File: config.mk
export PLATFORM = sky130hd
export DESIGN_NAME = apb_wait_profiler
export DESIGN_NICKNAME = d
export VERILOG_FILES = /design/src/rtl/apb_prof_pkg.sv /design/src/rtl/apb_prof_ctrl.sv /design/src/rtl/apb_prof_dp.sv /design/src/rtl/apb_wait_profiler.sv
export SDC_FILE = /design/constraint.sdc
export NUM_CORES = 2
export LEC_CHECK = 0
export BUFFER_PORTS_ARGS = -buffer_cell sky130_fd_sc_hd__buf_2
export CAP_MARGIN = 20
export CORE_AREA = 4 4 474 476
export DETAILED_ROUTE_END_ITERATION = 6
export DIE_AREA = 0 0 478 480
export PLACE_DENSITY = 0.5
export SYNTH_ARGS = -nofsm -noshare
export SYNTH_HDL_FRONTEND = slang
export SYNTH_SLANG_ARGS = --single-unit
File: constraint.sdc
create_clock -name clk -period 5.8 [get_ports clk]
set_input_delay 0.87 -clock clk [delete_from_list [all_inputs] [get_ports clk]]
set_output_delay 0.87 -clock clk [all_outputs]
set_load 0.1 [all_outputs]
File: src/rtl/apb_prof_pkg.sv
`timescale 1ns/1ps
package apb_prof_pkg;
  typedef struct packed {
    logic clear;
    logic start;
    logic waitTick;
    logic finish;
  } profCtrl_t;
endpackage

File: src/rtl/apb_prof_ctrl.sv
`timescale 1ns/1ps
module apb_prof_ctrl
  import apb_prof_pkg::*;
(
  input  logic      clk,
  input  logic      rstN,
  input  logic      clear,
  input  logic      psel,
  input  logic      penable,
  input  logic      pready,
  output profCtrl_t ctrl,
  output logic      anomaly
);
  logic xferOpen;
  logic setupCyc;
  logic accessCyc;

  assign setupCyc  = psel && !penable;
  assign accessCyc = psel && penable && xferOpen;

  always_comb begin
    ctrl.clear    = clear;
    ctrl.start    = setupCyc && !clear;
    ctrl.waitTick = accessCyc && !pready && !clear;
    ctrl.finish   = accessCyc && pready && !clear;
  end

  always_ff @(posedge clk or negedge rstN) begin
    if (!rstN) begin
      xferOpen <= 1'b0;
      anomaly  <= 1'b0;
    end else if (clear) begin
      xferOpen <= 1'b0;
      anomaly  <= 1'b0;
    end else begin
      if (setupCyc && xferOpen) anomaly <= 1'b1;
      if (ctrl.start)       xferOpen <= 1'b1;
      else if (ctrl.finish) xferOpen <= 1'b0;
    end
  end
endmodule

File: src/rtl/apb_prof_dp.sv
`timescale 1ns/1ps
module apb_prof_dp
  import apb_prof_pkg::*;
#(
  parameter int NUM_REGIONS = 4,
  parameter int ADDR_W      = 32,
  parameter int CNT_W       = 16,
  parameter int BINS        = 8,
  parameter int HIST_W      = 16
) (
  input  logic                                   clk,
  input  logic                                   rstN,
  input  profCtrl_t                              ctrl,
  input  logic [ADDR_W-1:0]                      paddr,
  input  logic [NUM_REGIONS-1:0][ADDR_W-1:0]     regionBase,
  input  logic [NUM_REGIONS-1:0][ADDR_W-1:0]     regionMask,
  input  logic [NUM_REGIONS:0][CNT_W-1:0]        regionBudget,
  output logic                                   doneValid,
  output logic [$clog2(NUM_REGIONS+1)-1:0]       doneRegion,
  output logic [CNT_W-1:0]                       doneWaits,
  output logic [CNT_W-1:0]                       doneLatency,
  output logic                                   overBudget,
  output logic [NUM_REGIONS:0][BINS-1:0][HIST_W-1:0] histBins,
  output logic [NUM_REGIONS:0][CNT_W-1:0]        worstWaits,
  output logic [NUM_REGIONS:0][HIST_W-1:0]       violCount
);
  localparam int REG_W = $clog2(NUM_REGIONS + 1);
  localparam int BIN_W = $clog2(BINS);
  localparam logic [CNT_W-1:0]  CNT_MAX  = {CNT_W{1'b1}};
  localparam logic [HIST_W-1:0] HIST_MAX = {HIST_W{1'b1}};

  logic [NUM_REGIONS-1:0] matchVec;
  logic [REG_W-1:0]       hitRegion;
  logic [REG_W-1:0]       curRegion;
  logic [CNT_W-1:0]       latCnt, waitCnt, latNext, waitNext;
  logic [BIN_W-1:0]       binSel;
  logic                   overNow;

  for (genvar k = 0; k < NUM_REGIONS; k++) begin : gMatch
    assign matchVec[k] = ((paddr & regionMask[k]) == regionBase[k]);
  end

  always_comb begin
    hitRegion = REG_W'(NUM_REGIONS);
    for (int k = NUM_REGIONS - 1; k >= 0; k--) begin
      if (matchVec[k]) hitRegion = REG_W'(k);
    end
  end

  assign latNext  = (latCnt == CNT_MAX)  ? latCnt  : latCnt + 1'b1;
  assign waitNext = (waitCnt == CNT_MAX) ? waitCnt : waitCnt + 1'b1;
  assign binSel   = (waitCnt >= CNT_W'(BINS - 1)) ? BIN_W'(BINS - 1)
                                                  : waitCnt[BIN_W-1:0];
  assign overNow  = ctrl.finish && (waitCnt > regionBudget[curRegion]);

  always_ff @(posedge clk or negedge rstN) begin
    if (!rstN) begin
      curRegion   <= '0;
      latCnt      <= '0;
      waitCnt     <= '0;
      doneValid   <= 1'b0;
      doneRegion  <= '0;
      doneWaits   <= '0;
      doneLatency <= '0;
      overBudget  <= 1'b0;
      histBins    <= '0;
      worstWaits  <= '0;
      violCount   <= '0;
    end else if (ctrl.clear) begin
      curRegion   <= '0;
      latCnt      <= '0;
      waitCnt     <= '0;
      doneValid   <= 1'b0;
      doneRegion  <= '0;
      doneWaits   <= '0;
      doneLatency <= '0;
      overBudget  <= 1'b0;
      histBins    <= '0;
      worstWaits  <= '0;
      violCount   <= '0;
    end else begin
      doneValid  <= ctrl.finish;
      overBudget <= overNow;
      if (ctrl.start) begin
        curRegion <= hitRegion;
        latCnt    <= CNT_W'(1);
        waitCnt   <= '0;
      end else if (ctrl.waitTick) begin
        latCnt  <= latNext;
        waitCnt <= waitNext;
      end
      if (ctrl.finish) begin
        doneRegion  <= curRegion;
        doneWaits   <= waitCnt;
        doneLatency <= latNext;
        if (histBins[curRegion][binSel] != HIST_MAX)
          histBins[curRegion][binSel] <= histBins[curRegion][binSel] + 1'b1;
        if (waitCnt > worstWaits[curRegion])
          worstWaits[curRegion] <= waitCnt;
        if (overNow && (violCount[curRegion] != HIST_MAX))
          violCount[curRegion] <= violCount[curRegion] + 1'b1;
      end
    end
  end
endmodule

File: src/rtl/apb_wait_profiler.sv
`timescale 1ns/1ps
module apb_wait_profiler
  import apb_prof_pkg::*;
#(
  parameter int NUM_REGIONS = 4,
  parameter int ADDR_W      = 32,
  parameter int CNT_W       = 16,
  parameter int BINS        = 8,
  parameter int HIST_W      = 16
) (
  input  logic                                   clk,
  input  logic                                   rstN,
  input  logic                                   clear,
  input  logic                                   psel,
  input  logic                                   penable,
  input  logic                                   pready,
  input  logic [ADDR_W-1:0]                      paddr,
  input  logic [NUM_REGIONS-1:0][ADDR_W-1:0]     regionBase,
  input  logic [NUM_REGIONS-1:0][ADDR_W-1:0]     regionMask,
  input  logic [NUM_REGIONS:0][CNT_W-1:0]        regionBudget,
  output logic                                   doneValid,
  output logic [$clog2(NUM_REGIONS+1)-1:0]       doneRegion,
  output logic [CNT_W-1:0]                       doneWaits,
  output logic [CNT_W-1:0]                       doneLatency,
  output logic                                   overBudget,
  output logic [NUM_REGIONS:0][BINS-1:0][HIST_W-1:0] histBins,
  output logic [NUM_REGIONS:0][CNT_W-1:0]        worstWaits,
  output logic [NUM_REGIONS:0][HIST_W-1:0]       violCount,
  output logic                                   anomaly
);
  profCtrl_t ctrl;

  apb_prof_ctrl uCtrl (
    .clk(clk), .rstN(rstN), .clear(clear), .psel(psel), .penable(penable),
    .pready(pready), .ctrl(ctrl), .anomaly(anomaly)
  );

  apb_prof_dp #(
    .NUM_REGIONS(NUM_REGIONS), .ADDR_W(ADDR_W), .CNT_W(CNT_W),
    .BINS(BINS), .HIST_W(HIST_W)
  ) uDp (
    .clk(clk), .rstN(rstN), .ctrl(ctrl), .paddr(paddr),
    .regionBase(regionBase), .regionMask(regionMask), .regionBudget(regionBudget),
    .doneValid(doneValid), .doneRegion(doneRegion), .doneWaits(doneWaits),
    .doneLatency(doneLatency), .overBudget(overBudget), .histBins(histBins),
    .worstWaits(worstWaits), .violCount(violCount)
  );
endmodule

* Yosys cells after proc, flatten, opt, wreduce, memory -nomap -nowiden
Index checks and enable logic that the tools add are counted.
W data, S select, Z words.
** Word-level totals
- Flip-flop bits (word level) :: 874
- Bits of input ports :: 374
- Output and inout port bits :: 838
- Logic and storage cells :: 168
** Cells by class
- Add/subtract/negate cells :: 4
- Magnitude comparators :: 7
- Eq/ne operators :: 9
- Mux-type cells :: 56
- Bitwise operators :: 4
- Reduce and logical (&&, ||, !) cells :: 28
** Operator list (count)
- $mux W640 :: 3
- $bwmux W640 :: 1
- $mux W80 :: 6
- $bmux W128 S3 :: 1
- $demux W128 S3 :: 1
- $mux W16 :: 18
- $mux W128 :: 2
- $bmux W16 S3 :: 4
- $bwmux W80 :: 2
- $and A32 B32 Y32 :: 4
- $eq A32 B32 Y1 :: 4
- $demux W16 S3 :: 2
- $add A16 B1 Y16 const B :: 4
- $eq A16 B16 Y1 const B :: 2
- $gt A16 B16 Y1 :: 2
- $ne A16 B16 Y1 const B :: 2
- $mux W3 :: 9
- $ge A16 B3 Y1 const B :: 1
- $logic_and A1 B1 Y1 :: 13
- $reduce_bool A2 Y1 :: 6
- $lt A3 B4 Y1 const B :: 2
- $reduce_and A2 Y1 :: 4
- $mux W1 :: 7
- $ge A3 B1 Y1 const B :: 2
- other kinds (3) :: 6

* Depth between registers and ports, before layout
- Word-level depth :: 12
- Mapped depth :: 28
- Mapped depth without buffers :: 15

* Hierarchy
A second synthesis with hierarchy kept.
** Unflattened totals
- Cells, all modules :: 4142
- Area, all modules :: 45428.6 µm²
** Modules (own cells, without submodules)
- apb_prof_dp :: times used 1, cells each 4128, area an instance 45307.2 µm², sequential area each 21820.9 µm²
- apb_prof_ctrl :: times used 1, cells each 14, area an instance 121.4 µm², sequential area each 50.0 µm²

* Worst setup path before layout
Ideal clock, no wire load.
- Path type :: register -> register
- Start point :: reg uDp.curRegion[2]
- End point :: reg uDp.worstWaits[10] in the netlist's numbering
- Setup time :: 0.069 ns
- Arrival time :: 5.257 ns
- Data required time :: 5.731 ns
- Path slack :: 0.473 ns
- Cell stages (with the launch flop) :: 24
- Path buffers :: 11
- Period minus slack after synthesis :: 5.327 ns
- Cells stage by stage :: dfrtp_1 buf_2 buf_2 buf_2 buf_1 clkbuf_1 buf_2 buf_2 buf_1 clkbuf_1 buf_1 o22a_1 ha_1 nor2b_1 o21a_1 o21a_1 o21a_1 o21a_1 o21ai_0 a21oi_1 o21a_1 a31oi_1 clkbuf_1 a22o_1
** On the way
- Cells in the longest elaborated chain, start to end :: 8
- Elaborated cells between the ends (all ways) :: 14
- Classes of those cells :: order compare: 3; mux: 8; reduce/logical: 3
** RTL lines
- start, declared :: RTL line apb_prof_dp.sv:34 : logic [REG_W-1:0] curRegion;
- start signal, assigned :: RTL line apb_prof_dp.sv:85 : curRegion <= hitRegion;
- parallel branches: the longest is 8 deep, another holds $gt A16 B16 Y1
- end signal, assigned by index :: RTL line apb_prof_dp.sv:99 : worstWaits[curRegion] <= waitCnt;
- end, declared :: RTL line apb_prof_dp.sv:24 : output logic [NUM_REGIONS:0][CNT_W-1:0] worstWaits,
Parallel ways; which one is timed is not known. The select of a mux whose other input is x is not followed.
A chain may end at the register's enable or synchronous reset.

* Worst setup path after layout
- Start point :: reg uDp.curRegion[1]
- End point :: reg, netlist name uDp.histBins[571]
** On the way
- Cells in the longest elaborated chain, start to end :: 9
- Elaborated cells between the ends (all ways) :: 17
- Classes of those cells :: add/sub: 1; order compare: 2; eq/ne: 1; mux: 10; reduce/logical: 3
** RTL lines
- $bmux W128 S3 :: RTL line apb_prof_dp.sv:96, apb_prof_dp.sv:97
- $mux W128 (implied by the code) :: RTL line apb_prof_dp.sv:96, apb_prof_dp.sv:97
- $bmux W16 S3 :: RTL line apb_prof_dp.sv:96, apb_prof_dp.sv:97
- $mux W16 (implied by the code) :: RTL line apb_prof_dp.sv:96, apb_prof_dp.sv:97
- $add A16 B1 Y16 :: RTL line apb_prof_dp.sv:97 : histBins[curRegion][binSel] <= histBins[curRegion][binSel] + 1'b1;
- $bwmux W640 :: RTL line apb_prof_dp.sv:97
- $mux W640 :: RTL line apb_prof_dp.sv:96 : if (histBins[curRegion][binSel] != HIST_MAX)
- $mux W640 :: RTL line apb_prof_dp.sv:92 : if (ctrl.finish) begin
- $mux W640 :: RTL line apb_prof_dp.sv:69 : end else if (ctrl.clear) begin
Parallel ways exist; a longest one is shown, timed or not. The select of a mux whose other input is x is not followed.

==> results.tsv <==
metric	value	unit
result of the run	finished, final reports clean	
GRT Residual Overflow	0	
Skew-Pair Late Insertion Delay	780	ps
endpoint required time on the critical path	6400	ps
Achievable Freq	184.4	MHz
starting density of the core	20.81	%
Cell variety after synth	94	
synthesized area per cell	10.24	um2
overall die width	478	um
cell type contributing the most total cell area after synthesis	sky130_fd_sc_hd__dfrtp_1	
clock sink count	874	
Synth top area share	47.56	%
violation count after the first detailed-route iteration	5337	
Synth Register Bits	874	
total CTS buffers	103	
post-layout instance area	0.06047	mm2
worst path cell trace	nor2b_2 > buf_4 > a222oi_1 > o221ai_1 > nand4_1 > or3_1 > nor4b_4 > buf_4 > a21oi_2 > buf_4 > nand3_1 > o2bb2ai_1	
number of port buffers	1211	
Setup Total Neg Slack	0	ps
Setup Crit Path Kind	register to register	
antenna violations before repair	31	
deepest clock path buffer count	3	
post-cts gate resize count	0	
Max rail drop VDD	223.8	uV
minimum clock period after layout	5424	ps
final-layout worst hold slack	137.1	ps
fin cells	8763	
Slew Viols, Final	0	
kind of capture point of the worst setup path	register	
total routing usage reported by global routing	27.63	%
cell count after placement	8562	
cell mode on critical path	sky130_fd_sc_hd__buf_4	
Yosys warnings	0	
detail-routed net length per standard cell	37.73	um
ratio of final minimum period to clock period	93.52	%
final hold violation count	0	
most frequent cell after synthesis	sky130_fd_sc_hd__dfrtp_1	
DRC violation count after routing	0	
via count normalized by instance count	5.435	
netlist area before placement	0.04599	mm2
total of hold buffers inserted after clock tree synthesis	0	
setup violators final	0	
number of ports placed on the die boundary	1212	
residual antenna-violating net count after detailed routing	0	
setup repair after global routing missed its margin	false	
cell types with the largest area share after synthesis	sky130_fd_sc_hd__dfrtp_1 48%, sky130_fd_sc_hd__o2bb2ai_1 6.3%, sky130_fd_sc_hd__mux2i_1 5.1%	
area of the die	0.2294	mm2
crit-path max cell delay	700	ps
top flip-flop cell by instance count after synthesis	sky130_fd_sc_hd__dfrtp_1	
final core utilization	27.36	%
die boundary height	480	um
Post-Route WL	330.7	mm
Cell Area, Placed	0.05691	mm2
synthesized net count	4902	
share of cells above drive strength 1	32.88	%
cell with the largest stage delay on the worst path	sky130_fd_sc_hd__nor2b_2	
Arr. time, crit path	6020	ps
wire length of the first global-routing pass	437.9	mm
filler instances	23610	
length of the first detailed-routing pass in iterations	7	
master cell of the clock root buffer	sky130_fd_sc_hd__clkbuf_16	
worst-margin pin slew	1171	ps
postcts setup bufs	0	
async set-or-reset flop fraction in the synthesized netlist	100.0	%
Routability Congestion	0.9406	
TritonCTS clock tree	yes	
floorplan core area	0.2210	mm2
final setup skew	72.60	ps
post-synthesis sequential area ratio	47.56	%
Area Overhead vs Synth	31.49	%
post-CTS clock slew at the launch and capture registers of the worst setup and hold paths	60	ps
flop-to-flop setup slack	380	ps
leakage	27.58	nW
number of enable-type register cells in the synthesized netlist	0	
startpoint type of the worst setup path	register	
Worst Hold Class	primary input to async pin	
max capacitance violation total	0	
most frequent cells after synthesis	874 x sky130_fd_sc_hd__dfrtp_1, 436 x sky130_fd_sc_hd__nand2_1, 359 x sky130_fd_sc_hd__o21ai_0	
Total Nets Final	6102	
maximum number of pins on one net before global-route repair	160	
Power per Cell Area	233.1	mW/mm2
vias in the first global route	46210	
final HPWL from detailed placement	254.9	mm
number of standard cells after synthesis	4492	
row count	173	
htree depth	3	
peak fanout along the critical path	22	
routed vias	47630	
relative slew slack	21.21	%
critical path: cells and delay by family (launching register included):
kind	cells	cell delay, ps
buf+inv	3	900
simple gates	5	2650
flops	1	690
compound gates	4	1040
area by class of cell:
type | instances | area [um2] | share of cell area (%)
diodes | 12 | 30.03 | 0.04966
clock buffers | 147 | 2983 | 4.933
clock inverters | 42 | 550.5 | 0.9104
inverters | 19 | 82.58 | 0.1366
multi-input cells | 3183 | 22080 | 36.52
flip-flops and latches | 874 | 21890 | 36.19
well taps | 2975 | 3722 | 6.156
repair buffers | 1511 | 9130 | 15.10
state kept, by name, indices dropped and copies added, names as in the netlist, 3 cells and up:
signal           count
uDp.curRegion        3
uDp.doneRegion       3
uDp.waitCnt         16
uDp.violCount       80
uDp.histBins       640
uDp.doneWaits       16
uDp.latCnt          16
uDp.worstWaits      80
uDp.doneLatency     16
layer usage:
| metal | vias up | wire length (um) | GRT usage (%) | part of all wire (%) |
|---|---|---|---|---|
| met3 | 577 | 31730 | 7.818 | 9.6 |
| li1 | 19240 | - | - | - |
| met4 | 18 | 20260 | 13.69 | 6.1 |
| met5 | - | 118 | 0 | 0.036 |
| met1 | 24630 | 128900 | 34.28 | 39 |
| met2 | 3159 | 149700 | 43.99 | 45 |
cells by family after synthesis:
logic type,count (synthesis),share of synthesized area (%)
muxes,311,7.610
DFF,874,47.56
and+or+nand+nor,1078,11.28
AOI/OAI and AO/OA,1571,23.85
xor gates and xnor gates,187,3.594
adders and majority gates,36,0.9794
buffers and inverters,435,5.123
cells in the final DEF, fill, tap and decap left out, types with 17 or more instances in the layout:
cell                        netlist  layout
sky130_fd_sc_hd__a21oi_1        272     266
sky130_fd_sc_hd__a22o_1         135     135
sky130_fd_sc_hd__a22oi_1         86      86
sky130_fd_sc_hd__a31o_2          28      28
sky130_fd_sc_hd__a31oi_1         17      17
sky130_fd_sc_hd__and3_1         122     121
sky130_fd_sc_hd__buf_12           0      64
sky130_fd_sc_hd__buf_2          102    1209
sky130_fd_sc_hd__buf_4           52     234
sky130_fd_sc_hd__clkbuf_1       189      20
sky130_fd_sc_hd__clkbuf_16        0     103
sky130_fd_sc_hd__clkbuf_8         0      24
sky130_fd_sc_hd__clkinv_2         0      21
sky130_fd_sc_hd__dfrtp_1        874     868
sky130_fd_sc_hd__ha_1            36      36
sky130_fd_sc_hd__mux2_2          49      49
sky130_fd_sc_hd__mux2i_1        236     236
sky130_fd_sc_hd__mux4_2          26      26
sky130_fd_sc_hd__nand2_1        436     433
sky130_fd_sc_hd__nand2b_1        36      35
sky130_fd_sc_hd__nand3_1         62      61
sky130_fd_sc_hd__nand4_1         29      29
sky130_fd_sc_hd__nor2_1         185     176
sky130_fd_sc_hd__nor3_1          57      52
sky130_fd_sc_hd__nor4_1          38      38
sky130_fd_sc_hd__o211ai_1        35      35
sky130_fd_sc_hd__o21ai_0        359     359
sky130_fd_sc_hd__o21ai_1         20      20
sky130_fd_sc_hd__o22a_1          33      33
sky130_fd_sc_hd__o22ai_1         56      56
sky130_fd_sc_hd__o2bb2ai_1      332     332
sky130_fd_sc_hd__o31ai_1         40      40
sky130_fd_sc_hd__or2_2           32      32
sky130_fd_sc_hd__xnor2_1        151     145
sky130_fd_sc_hd__xor2_1          34      30
power breakdown:
part / switching (W) / internal (W)
registers: 0.00000731 / 0.00610
clock network: 0.00298 / 0.00395
logic: 0.000749 / 0.000303
total: 0.00374 / 0.0104
final timing paths:
path	start	to	cells past startpoint
worst max register to register	uDp.curRegion[1]	uDp.histBins[571]	12
worst max-delay path	uDp.curRegion[1]	uDp.histBins[571]	12
worst min register to register	uDp.histBins[323]	uDp.histBins[323]	1
worst min-delay path	rstN	uDp.worstWaits[33]	1
min in group clk	pready	uCtrl.xferOpen	4
max in group asynchronous	rstN	uDp.histBins[195]	2
metrics by stage:
step	power, W	worst slack (ps)
floorplan	0.006600	473.5
global placement	0.007258	-24.94
detailed placement	0.007263	554.9
CTS	0.01420	539.4
global route	0.01446	302.4
finish	0.01410	375.9
No activity file was read; power rests on OpenSTA's default activity.
